<file path="src/rtl/spi_port_pkg.sv">
`timescale 1ns/1ps
package spi_port_pkg;
    localparam int DATA_W     = 8;
    localparam int CNT_W      = $clog2(DATA_W);
    localparam int PRE_DIV    = 4;
    localparam int RATIO_MID  = 4;
    localparam int RATIO_SLOW = 16;
    localparam int DIV_W      = $clog2(PRE_DIV * RATIO_SLOW) + 1;
    localparam int SYNC_STAGES = 2;

    typedef enum logic [1:0] {
        MODE_FULL  = 2'b00,
        MODE_QUART = 2'b01,
        MODE_SIXT  = 2'b10,
        MODE_SLAVE = 2'b11
    } mode_e;

    typedef struct packed {
        logic  fast_clk;
        mode_e mode;
        logic  enable;
        logic  msb_first;
        logic  cs_use;
        logic  wcol;
        logic  done;
    } ctrl_t;

    localparam logic [DATA_W-1:0] CTRL_RST = 8'h60;

    function automatic logic [DIV_W-1:0] rate_limit(input logic fast_clk, input mode_e m);
        int unsigned base;
        int unsigned mult;
        base = fast_clk ? 1 : PRE_DIV;
        case (m)
            MODE_FULL:  mult = 1;
            MODE_QUART: mult = RATIO_MID;
            default:    mult = RATIO_SLOW;
        endcase
        return DIV_W'(base * mult - 1);
    endfunction

    function automatic logic first_bit(input logic [DATA_W-1:0] v, input logic msb);
        return msb ? v[DATA_W-1] : v[0];
    endfunction
endpackage

</file>
<file path="src/rtl/spi_port_rate.sv">
`timescale 1ns/1ps
module spi_port_rate
    import spi_port_pkg::*;
(
    input  logic  clk,
    input  logic  rst,
    input  logic  run,
    input  logic  fast_clk,
    input  mode_e mode,
    output logic  tick
);
    logic [DIV_W-1:0] cnt_q;
    logic [DIV_W-1:0] limit;

    assign limit = rate_limit(fast_clk, mode);
    assign tick  = run && (cnt_q == limit);

    always_ff @(posedge clk) begin
        if (rst || !run || tick) cnt_q <= '0;
        else                     cnt_q <= cnt_q + 1'b1;
    end

    // with a divide above one, two ticks never come back to back
    a_r3_tick_spacing: assert property (@(posedge clk) disable iff (rst)
        (tick && limit != '0) |=> (!tick || limit == '0));
endmodule

</file>
<file path="src/rtl/spi_port_sync.sv">
`timescale 1ns/1ps
module spi_port_sync #(
    parameter int WIDTH  = 3,
    parameter int STAGES = 2
) (
    input  logic             clk,
    input  logic             rst,
    input  logic [WIDTH-1:0] async_i,
    output logic [WIDTH-1:0] sync_o
);
    logic [STAGES-1:0][WIDTH-1:0] stage_q;

    always_ff @(posedge clk) begin
        if (rst) begin
            stage_q <= '0;
        end else begin
            stage_q[0] <= async_i;
            for (int s = 1; s < STAGES; s++) stage_q[s] <= stage_q[s-1];
        end
    end

    assign sync_o = stage_q[STAGES-1];
endmodule

</file>
<file path="src/rtl/spi_port_shift.sv">
`timescale 1ns/1ps
module spi_port_shift
    import spi_port_pkg::*;
(
    input  logic              clk,
    input  logic              rst,
    input  logic              clear,
    input  logic              msb_first,
    input  logic              wr_stb,
    input  logic              hold,
    input  logic [DATA_W-1:0] wr_data,
    input  logic              lead_ev,
    input  logic              trail_ev,
    input  logic              sdi,
    output logic [DATA_W-1:0] shift_o,
    output logic              sdo,
    output logic              in_byte,
    output logic              done_pulse
);
    logic [DATA_W-1:0] txbuf_q;
    logic [DATA_W-1:0] shift_q;
    logic [CNT_W-1:0]  cnt_q;
    logic              in_byte_q;
    logic              sdo_q;
    logic              load_ok;
    logic              last_bit;

    assign load_ok    = wr_stb && !in_byte_q && !hold;
    assign last_bit   = trail_ev && in_byte_q && (cnt_q == CNT_W'(DATA_W - 1));
    assign done_pulse = last_bit && !clear;

    always_ff @(posedge clk) begin
        if (rst) begin
            txbuf_q   <= '0;
            shift_q   <= '0;
            cnt_q     <= '0;
            in_byte_q <= 1'b0;
            sdo_q     <= 1'b0;
        end else begin
            if (load_ok) txbuf_q <= wr_data;
            if (clear) begin
                cnt_q     <= '0;
                in_byte_q <= 1'b0;
                sdo_q     <= 1'b0;
            end else if (lead_ev) begin
                if (!in_byte_q) begin
                    shift_q   <= txbuf_q;
                    in_byte_q <= 1'b1;
                    sdo_q     <= first_bit(txbuf_q, msb_first);
                end else begin
                    sdo_q <= first_bit(shift_q, msb_first);
                end
            end else if (trail_ev && in_byte_q) begin
                shift_q <= msb_first ? {shift_q[DATA_W-2:0], sdi}
                                     : {sdi, shift_q[DATA_W-1:1]};
                if (last_bit) begin
                    cnt_q     <= '0;
                    in_byte_q <= 1'b0;
                    sdo_q     <= 1'b0;
                end else begin
                    cnt_q <= cnt_q + 1'b1;
                end
            end
        end
    end

    assign shift_o = shift_q;
    assign sdo     = sdo_q;
    assign in_byte = in_byte_q;

    // a write landing mid-byte must not disturb the holding buffer
    a_r8_buffer_hold: assert property (@(posedge clk) disable iff (rst)
        (wr_stb && in_byte_q) |=> $stable(txbuf_q));
endmodule

</file>
<file path="src/rtl/spi_port.sv">
`timescale 1ns/1ps
module spi_port
    import spi_port_pkg::*;
(
    input  logic        clk,
    input  logic        rst,
    input  logic        reg_addr,
    input  logic        reg_wr,
    input  logic [7:0]  reg_wdata,
    output logic [7:0]  reg_rdata,
    input  logic        sck_i,
    output logic        sck_o,
    output logic        sck_oe,
    input  logic        sdi_i,
    output logic        sdo_o,
    output logic        sdo_oe,
    input  logic        scs_i,
    output logic        scs_o,
    output logic        scs_oe
);
    ctrl_t             ctrl_q;
    logic              wr_ctrl, wr_data, is_slave, en;
    logic [2:0]        sync_v;
    logic              sck_s, sdi_s, scs_s, sck_d_q, sel;
    logic              mst_busy_q, sck_q, tick;
    logic              lead_ev, trail_ev, busy, collide, start;
    logic              in_byte, done_pulse, sdo_w;
    logic [DATA_W-1:0] shift_w;

    assign wr_ctrl  = reg_wr && !reg_addr;
    assign wr_data  = reg_wr && reg_addr;
    assign is_slave = (ctrl_q.mode == MODE_SLAVE);
    assign en       = ctrl_q.enable;

    spi_port_sync #(.WIDTH(3), .STAGES(SYNC_STAGES)) sync_i (
        .clk(clk), .rst(rst), .async_i({sck_i, sdi_i, scs_i}), .sync_o(sync_v)
    );
    assign {sck_s, sdi_s, scs_s} = sync_v;
    assign sel = !ctrl_q.cs_use || scs_s;

    always_ff @(posedge clk) begin
        if (rst) sck_d_q <= 1'b0;
        else     sck_d_q <= sck_s;
    end

    spi_port_rate rate_i (
        .clk(clk), .rst(rst), .run(mst_busy_q && !is_slave),
        .fast_clk(ctrl_q.fast_clk), .mode(ctrl_q.mode), .tick(tick)
    );

    always_comb begin
        if (is_slave) begin
            lead_ev  = en && sel && sck_s && !sck_d_q;
            trail_ev = en && sel && !sck_s && sck_d_q;
        end else begin
            lead_ev  = en && tick && !sck_q;
            trail_ev = en && tick && sck_q;
        end
    end

    assign busy    = mst_busy_q || in_byte;
    assign collide = wr_data && en && busy;
    assign start   = wr_data && en && !is_slave && !busy;

    spi_port_shift shift_i (
        .clk(clk), .rst(rst), .clear(!en), .msb_first(ctrl_q.msb_first),
        .wr_stb(wr_data), .hold(mst_busy_q), .wr_data(reg_wdata),
        .lead_ev(lead_ev), .trail_ev(trail_ev),
        .sdi(is_slave ? sdi_s : sdi_i),
        .shift_o(shift_w), .sdo(sdo_w), .in_byte(in_byte), .done_pulse(done_pulse)
    );

    always_ff @(posedge clk) begin
        if (rst || !en || is_slave) begin
            mst_busy_q <= 1'b0;
            sck_q      <= 1'b0;
        end else begin
            if (start)           mst_busy_q <= 1'b1;
            else if (done_pulse) mst_busy_q <= 1'b0;
            if (lead_ev)         sck_q <= 1'b1;
            else if (trail_ev)   sck_q <= 1'b0;
        end
    end

    always_ff @(posedge clk) begin
        if (rst) begin
            ctrl_q <= ctrl_t'(CTRL_RST);
        end else begin
            if (wr_ctrl) begin
                ctrl_q.fast_clk  <= reg_wdata[7];
                ctrl_q.mode      <= mode_e'(reg_wdata[6:5]);
                ctrl_q.enable    <= reg_wdata[4];
                ctrl_q.msb_first <= reg_wdata[3];
                ctrl_q.cs_use    <= reg_wdata[2];
                ctrl_q.wcol      <= ctrl_q.wcol & reg_wdata[1];
                ctrl_q.done      <= ctrl_q.done & reg_wdata[0];
            end
            if (collide)    ctrl_q.wcol <= 1'b1;
            if (done_pulse) ctrl_q.done <= 1'b1;
        end
    end

    assign reg_rdata = reg_addr ? shift_w : ctrl_q;

    assign sck_o  = !is_slave && sck_q;
    assign sck_oe = en && !is_slave;
    assign sdo_o  = sdo_w;
    assign sdo_oe = en && (!is_slave || sel);
    assign scs_o  = !is_slave && ctrl_q.cs_use && mst_busy_q;
    assign scs_oe = en && ctrl_q.cs_use && !is_slave;

    // the control register holds its documented value after reset
    a_r1_reset_value: assert property (@(posedge clk)
        rst |=> (ctrl_q == ctrl_t'(CTRL_RST)));
    // a data write during a byte raises the collision flag
    a_r8_collision_flag: assert property (@(posedge clk) disable iff (rst)
        (wr_data && en && (mst_busy_q || in_byte)) |=> ctrl_q.wcol);
    // an idle enabled master keeps its clock low
    a_r6_idle_clock_low: assert property (@(posedge clk) disable iff (rst)
        (en && !is_slave && !mst_busy_q) |-> !sck_o);
    // a disabled port drives none of its pads
    a_r12_released: assert property (@(posedge clk) disable iff (rst)
        !en |-> !(sck_oe || sdo_oe || scs_oe));
    // a finished master byte ends the busy state
    a_r4_done_ends_busy: assert property (@(posedge clk) disable iff (rst)
        (done_pulse && !is_slave && en) |=> !mst_busy_q);
endmodule

</file>
<file path="config.mk">
export PLATFORM = sky130hd
export DESIGN_NAME = spi_port
export DESIGN_NICKNAME = d
export VERILOG_FILES = /design/src/rtl/spi_port_pkg.sv /design/src/rtl/spi_port_rate.sv /design/src/rtl/spi_port_sync.sv /design/src/rtl/spi_port_shift.sv /design/src/rtl/spi_port.sv
export SDC_FILE = /design/constraint.sdc
export NUM_CORES = 1
export LEC_CHECK = 0
export BUFFER_PORTS_ARGS = -buffer_cell sky130_fd_sc_hd__buf_4
export CAP_MARGIN = 20
export CORE_ASPECT_RATIO = 0.5
export CORE_MARGIN = 5
export CORE_UTILIZATION = 54
export CTS_BUF_LIST = sky130_fd_sc_hd__clkbuf_8
export DETAILED_ROUTE_END_ITERATION = 12
export GPL_TIMING_DRIVEN = 0
export PLACE_DENSITY_LB_ADDON = 0.3
export SETUP_SLACK_MARGIN = 0.4
export SLEW_MARGIN = 20
export SYNTH_ARGS = -nofsm -noshare
export SYNTH_HDL_FRONTEND = slang
export SYNTH_SLANG_ARGS = --single-unit
export TNS_END_PERCENT = 1
</file>
<file path="constraint.sdc">
create_clock -name clk -period 3.2 [get_ports clk]
set_input_delay 0.96 -clock clk [delete_from_list [all_inputs] [get_ports clk]]
set_output_delay 0.96 -clock clk [all_outputs]
set_load 0.02 [all_outputs]
</file>
; Word level (Yosys, flattened, before mapping)
; Cells that the tools add are included.
; W data, S select, Z words.
[classes]
n_reduce_logical = 57
bitwise = 4
mul = 1
n_eq_ne = 5
muxes = 25
addsub = 3
[ops]
columns = op, n
row1 = $mux W8, 5
row2 = $mul A32 B5 Y7, 1
row3 = $logic_and A1 B1 Y1, 28
row4 = $mux W1, 16
row5 = $reduce_bool A2 Y1, 6
row6 = $logic_not A1 Y1, 11
row7 = $pmux W5 S2, 1
row8 = $add A7 B1 Y7 const B, 1
row9 = $eq A7 B7 Y1, 1
row10 = $logic_or A1 B1 Y1, 7
row11 = $sub A7 B1 Y7 const B, 1
row12 = $mux W3, 2
row13 = $reduce_and A2 Y1, 2
row14 = $add A3 B1 Y3 const B, 1
row15 = $eq A3 B3 Y1 const B, 1
row16 = $reduce_and A3 Y1, 1
row17 = $and A1 B1 Y1, 2
row18 = $eq A2 B1 Y1 const B, 1
row19 = $eq A2 B2 Y1 const B, 1
row20 = $logic_not A2 Y1, 1
row21 = $mux W2, 1
row22 = $ne A2 B2 Y1 const B, 1
row23 = $not A1 Y1, 2
row24 = $reduce_or A2 Y1, 1
[totals]
register_bits = 45
wordCells = 113
out_inout_bits = 14

; Depth between registers and ports, before layout
[depth]
ltp_word = 14
ltp_mapped = 14
depth_no_buf = 12

; Modules after synthesis
; Synthesis repeated with hierarchy kept, for this count alone.
[hier_totals]
cells_unflattened = 257
hier_area_um2 = 2376.0
[by_module_without_submodules]
columns = mod, seq_area_each_um2, cells_each, n_inst, area_per_inst_um2
row1 = spi_port_shift, 420.4, 102, 1, 1023.5
row2 = spi_port, 220.2, 77, 1, 595.6
row3 = spi_port_rate, 140.1, 63, 1, 576.8
row4 = spi_port_sync, 120.1, 15, 1, 180.2

; Worst setup path before layout
; OpenSTA, ideal clock, no wires.
[synth_timing]
kind = register to register
from = register, netlist name ctrl_q[6]
to = register shift_i.shift_q[4] (netlist: shift_i.shift_o[4])
arrival_time_ps = 2891
period_less_slack_ps = 2962
required_time_ps = 3130
path_stages_with_launch = 15
setup_slack_ps = 238
cell_sequence = dfxtp_1 -> buf_2 -> nor3_1 -> inv_1 -> ha_1 -> inv_1 -> ha_1 -> xnor3_1 -> o2111ai_1 -> nor4_2 -> o21ai_2 -> a21o_1 -> buf_6 -> a221o_1 -> a21oi_1
[synth_between]
elab_chain_len = 12
word_cells_on_any_way = 20
classes_between = 1 x add/sub / 1 x mul / 4 x eq/ne / 4 x mux / 10 x reduce/logical
[synth_lines]
columns = item, line_no
row1 = $eq A2 B1 Y1 / $logic_not A2 Y1 (equally long branches), spi_port_pkg.sv:34  ; case (m)
row2 = $pmux W5 S2, spi_port_pkg.sv:34
row3 = $mul A32 B5 Y7, spi_port_pkg.sv:39  ; return DIV_W'(base * mult - 1);
row4 = $sub A7 B1 Y7, spi_port_pkg.sv:39
row5 = $eq A7 B7 Y1, spi_port_rate.sv:16  ; assign tick = run && (cnt_q == limit);
row6 = $logic_and A1 B1 Y1, spi_port_rate.sv:16
row7 = $logic_and A1 B1 Y1, "spi_port.sv:56, spi_port.sv:57"
row8 = $logic_and A1 B1 Y1, spi_port.sv:57  ; trail_ev = en && tick && sck_q;
row9 = $mux W1, spi_port.sv:52  ; if (is_slave) begin
row10 = $logic_and A1 B1 Y1, spi_port_shift.sv:53  ; end else if (trail_ev && in_byte_q) begin
row11 = $reduce_bool A2 Y1 (no source line), -
row12 = $reduce_and A3 Y1 (no source line), -
row13 = "end signal, assigned", spi_port_shift.sv:47  ; shift_q <= txbuf_q;
row14 = "end signal, assigned", spi_port_shift.sv:54  ; shift_q <= msb_first ? {shift_q[DATA_W-2:0], sdi}
row15 = "end, declared", spi_port_shift.sv:21  ; logic [DATA_W-1:0] shift_q;
; Several ways; a longest one is shown, not always the timed one.
; A chain may end at the register's enable or synchronous reset.

; Worst setup path in the final report
[layout_timing]
from = register, netlist name ctrl_q[6]
to = register shift_i.shift_q[6] (netlist: shift_i.shift_o[6])
[layout_between]
elab_chain_len = 12
word_cells_on_any_way = 20
classes_between = 1 x add/sub / 1 x mul / 4 x eq/ne / 4 x mux / 10 x reduce/logical
[layout_lines]
columns = item, line_no
row1 = $eq A2 B1 Y1 / $logic_not A2 Y1 (equally long branches), spi_port_pkg.sv:34
row2 = $pmux W5 S2, spi_port_pkg.sv:34
row3 = $mul A32 B5 Y7, spi_port_pkg.sv:39
row4 = $sub A7 B1 Y7, spi_port_pkg.sv:39
row5 = $eq A7 B7 Y1, spi_port_rate.sv:16
row6 = $logic_and A1 B1 Y1, spi_port_rate.sv:16
row7 = $logic_and A1 B1 Y1, "spi_port.sv:56, spi_port.sv:57"
row8 = $logic_and A1 B1 Y1, spi_port.sv:57
row9 = $mux W1, spi_port.sv:52
row10 = $logic_and A1 B1 Y1, spi_port_shift.sv:53
row11 = $reduce_bool A2 Y1 (no source line), -
row12 = $reduce_and A3 Y1 (no source line), -
; Several ways; a longest one is shown, not always the timed one.

==> reports/results.tsv <==
metric	value	unit
cts bufs inserted	5	
worst-case reg-to-reg path depth	14	
Pint	0.0007995	W
vias per inst	5.734	
largest net degree at the start of global routing	13	
clock network latency to the later pin of the worst-skew pair	0.30	ns
Setup Viol. Count Final	0	
Yosys warning total	0	
final clock skew	0.006857	ns
Die X-Extent	102.7	um
Root Driver	clkbuf_8	
GRT Total Usage	0.2126	
post-route minimum period	3.036	ns
Crit Path Class	register to register	
drt wl/cell	16.27	um
RSZ-0062 raised after global routing	yes	
CP max FO	7	
CP max stage cell	dfxtp_4	
Cell Rows	16	
hold_sp	sync_i.stage_q[0]	
Die Ht	56.36	um
initial core utilization	0.5768	
period utilization	0.9487	
RR Startpoint	ctrl_q[6]	
WP data arrival	3.27	ns
post-synth net total	297	
Mapped Cells	272	
antenna violation net count after detailed routing	0	
status	completed	
number of buffers and inverters on the critical path	4	
IO buf count	28	
Slew HR	0.3775	
synthesized area	2321	um^2
Reg-to-Reg End	shift_i.shift_o[6]	
CP top delay family	compound AO/OA/AOI/OAI gates	
Starting DRT DRC Count	99	
routed wire length	6003	um
share of cells above drive strength 1	0.2381	
number of flops mapped to enable cells by yosys	0	
Synth area leader	dfxtp_1	
WHS Path Cells	1	
clock buffer depth	2	
number of iterations in the first detailed-routing pass	4	
startpoint types	register	
Synth-to-Final Area Change	22.37	%
first-pass GRT wire length	9680	um
Most used DFF post-synth	dfxtp_1	
switching power	0.0002677	W
logic gate share of total power	0.120	
via count of the first global-routing pass	2068	
Worst-Margin Slew	0.9266	ns
Reg power frac	0.546	
CP Capture Type	register	
delay of the slowest critical-path stage	0.37	ns
CTS sink count	45	
sw frac	0.2508	
final instance area	2840	um^2
Clk pwr share	0.334	
GRT overflow	0	
commonest non-fill, non-tap cell in the layout	nand2_1	
Pleak	1.095	nW
Fmax	0.3294	GHz
DP HPWL	4318	um
I/O Pins	29	
die area	5789	um^2
flop-to-flop setup slack	0.16	ns
clock slew at reported path FFs	0.08	ns
# H-tree levels	2	
final net count	340	
Cell Chain, Critical Path	buf_12 > nor3_4 > inv_2 > ha_4 > inv_2 > ha_4 > xnor2_2 > o2111ai_2 > nor4_2 > o21ai_2 > a21o_1 > buf_6 > a221o_1 > a21oi_2	
ANT cells	0	
Yosys top cell area share	0.3881	
Hold WC Path Type	register to register	
hold-fix buffer count after cts	0	
Crit path required time	3.43	ns
MaxCap Viol Count	0	
FF+latch count, synth	45	
Peak supply drop	0.2817	mV
Vias	2116	
ys async rst share	0	
GPL Wtd Cong	0.9476	
Avg Cell Area, Syn	8.533	um^2
most frequent cells in the layout	48 x nand2_1, 43 x dfxtp_1, 38 x buf_4, 28 x a21oi_1, 13 x nand3_1	
synth unique cells	49	
DRC violations left	0	
Final Hold Fails	0	
largest cells by area after synthesis	dfxtp_1 39%, nand2_1 7.8%, a21oi_1 6.9%	
Pins Over Slew Limit	0	
total core area	4024	um^2
initial antenna violation count	0	
PwrDens	375.7	nW/um^2
register area share after synthesis	0.3881	
DP Area	2633	um^2
Hold Crit Endpoint	sync_i.sync_o[0]	
Final TNS setup	0	ns
CTS tree	built	
[power by group through the flow]
| stage | clock network [W] | registers (W) | logic [W] |
|---|---|---|---|
| after floorplan | 0 | 0.000593 | 0.0000762 |
| after global placement | 0 | 0.000596 | 0.000113 |
| after detailed placement | 0 | 0.000596 | 0.000116 |
| after CTS | 0.000361 | 0.000583 | 0.000117 |
| after global routing | 0.000388 | 0.000585 | 0.000140 |
| final | 0.000356 | 0.000583 | 0.000128 |
[per-stage QoR]
stage | instances | setup WS (ns) | hold slack, ns | util | power [W]
after floorplan | 272 | 0.3715 | 0.4138 | - | 0.0006689
after global placement | 354 | 0.1225 | 0.4182 | 0.6542 | 0.0007088
after detailed placement | 354 | 0.03708 | 0.4269 | 0.6542 | 0.0007123
after CTS | 362 | 0.2941 | 0.4410 | 0.6782 | 0.001061
after global routing | 369 | -0.01282 | 0.4606 | 0.7058 | 0.001112
final | 369 | 0.1641 | 0.4392 | 0.7058 | 0.001067
[cells by family after synthesis]
logic type / share of synthesized area
flip-flops: 0.3881
adder cells (fa/ha/maj): 0.05391
multiplexers: 0.07817
AND/OR/NAND/NOR: 0.2243
XOR/XNOR: 0.03989
buffers and inverters: 0.04744
AO/OA/AOI/OAI: 0.1682
[per-layer routing]
metal	vias to the layer above	track usage	wire [um]
li1	1041	-	-
met1	1014	0.2873	2767
met2	50	0.3220	2846
met3	11	0.05439	297
met4	0	0.08411	91
met5	-	0	0
[Yosys cell counts, drive strengths merged (2+ instances only)]
master	instances
nand2b	2
nand3	13
and2	5
dfxtp	45
a21oi	32
mux2i	8
ha	10
inv	12
nor2b	8
xnor2	5
clkbuf	5
nor3b	4
and3	4
o211ai	3
xor2	3
mux2	7
nand4	2
a221o	6
nand2	48
a211oi	2
o31ai	3
o21ai	6
nor3	3
a31oi	3
nor2	11
buf	8
[worst max-delay path by stage]
| stage | startpoint | end | slack, ns | depth (start not counted) |
|---|---|---|---|---|
| 2_1_floorplan | ctrl_q[5] | shift_i.shift_o[4] | 0.37 | 14 |
| 3_3_place_gp | ctrl_q[7] | shift_i.shift_o[3] | 0.12 | 12 |
| 3_5_place_dp | ctrl_q[7] | shift_i.shift_o[6] | 0.04 | 12 |
| 4_1_cts | ctrl_q[6] | shift_i.shift_o[6] | 0.29 | 13 |
| 5_1_grt | ctrl_q[6] | shift_i.shift_o[6] | -0.01 | 14 |
| 6_report | ctrl_q[6] | shift_i.shift_o[6] | 0.16 | 14 |
[flip-flops by register name, summed over array words and instances, names as in the netlist]
| name | count |
|---|---|
| shift_i.cnt_q | 3 |
| rate_i.cnt_q | 7 |
| shift_i.shift_o | 8 |
| sync_i.sync_o | 3 |
| shift_i.sdo | 1 |
| en | 1 |
| mst_busy_q | 1 |
| ctrl_q | 7 |
| shift_i.txbuf_q | 8 |
| sck_q | 1 |
| sync_i.stage_q | 3 |
| shift_i.in_byte | 1 |
| sck_d_q | 1 |
[area by class of cell]
type	count	area, um^2
buffer	13	90.09
clock buffer	6	82.58
clock inverter	1	3.754
fill	328	1184
inverter	12	45.04
multi-input combinational	202	1375
sequential	45	905.9
tap	54	67.56
timing repair buffer	36	270.3
[repair_timing]
item,CTS,global route
setup buffers,1,7
pin swaps,1,9
gates resized for setup,2,12
setup endpoints to repair,19,21
Note: power is estimated with default switching activity, not from simulation.
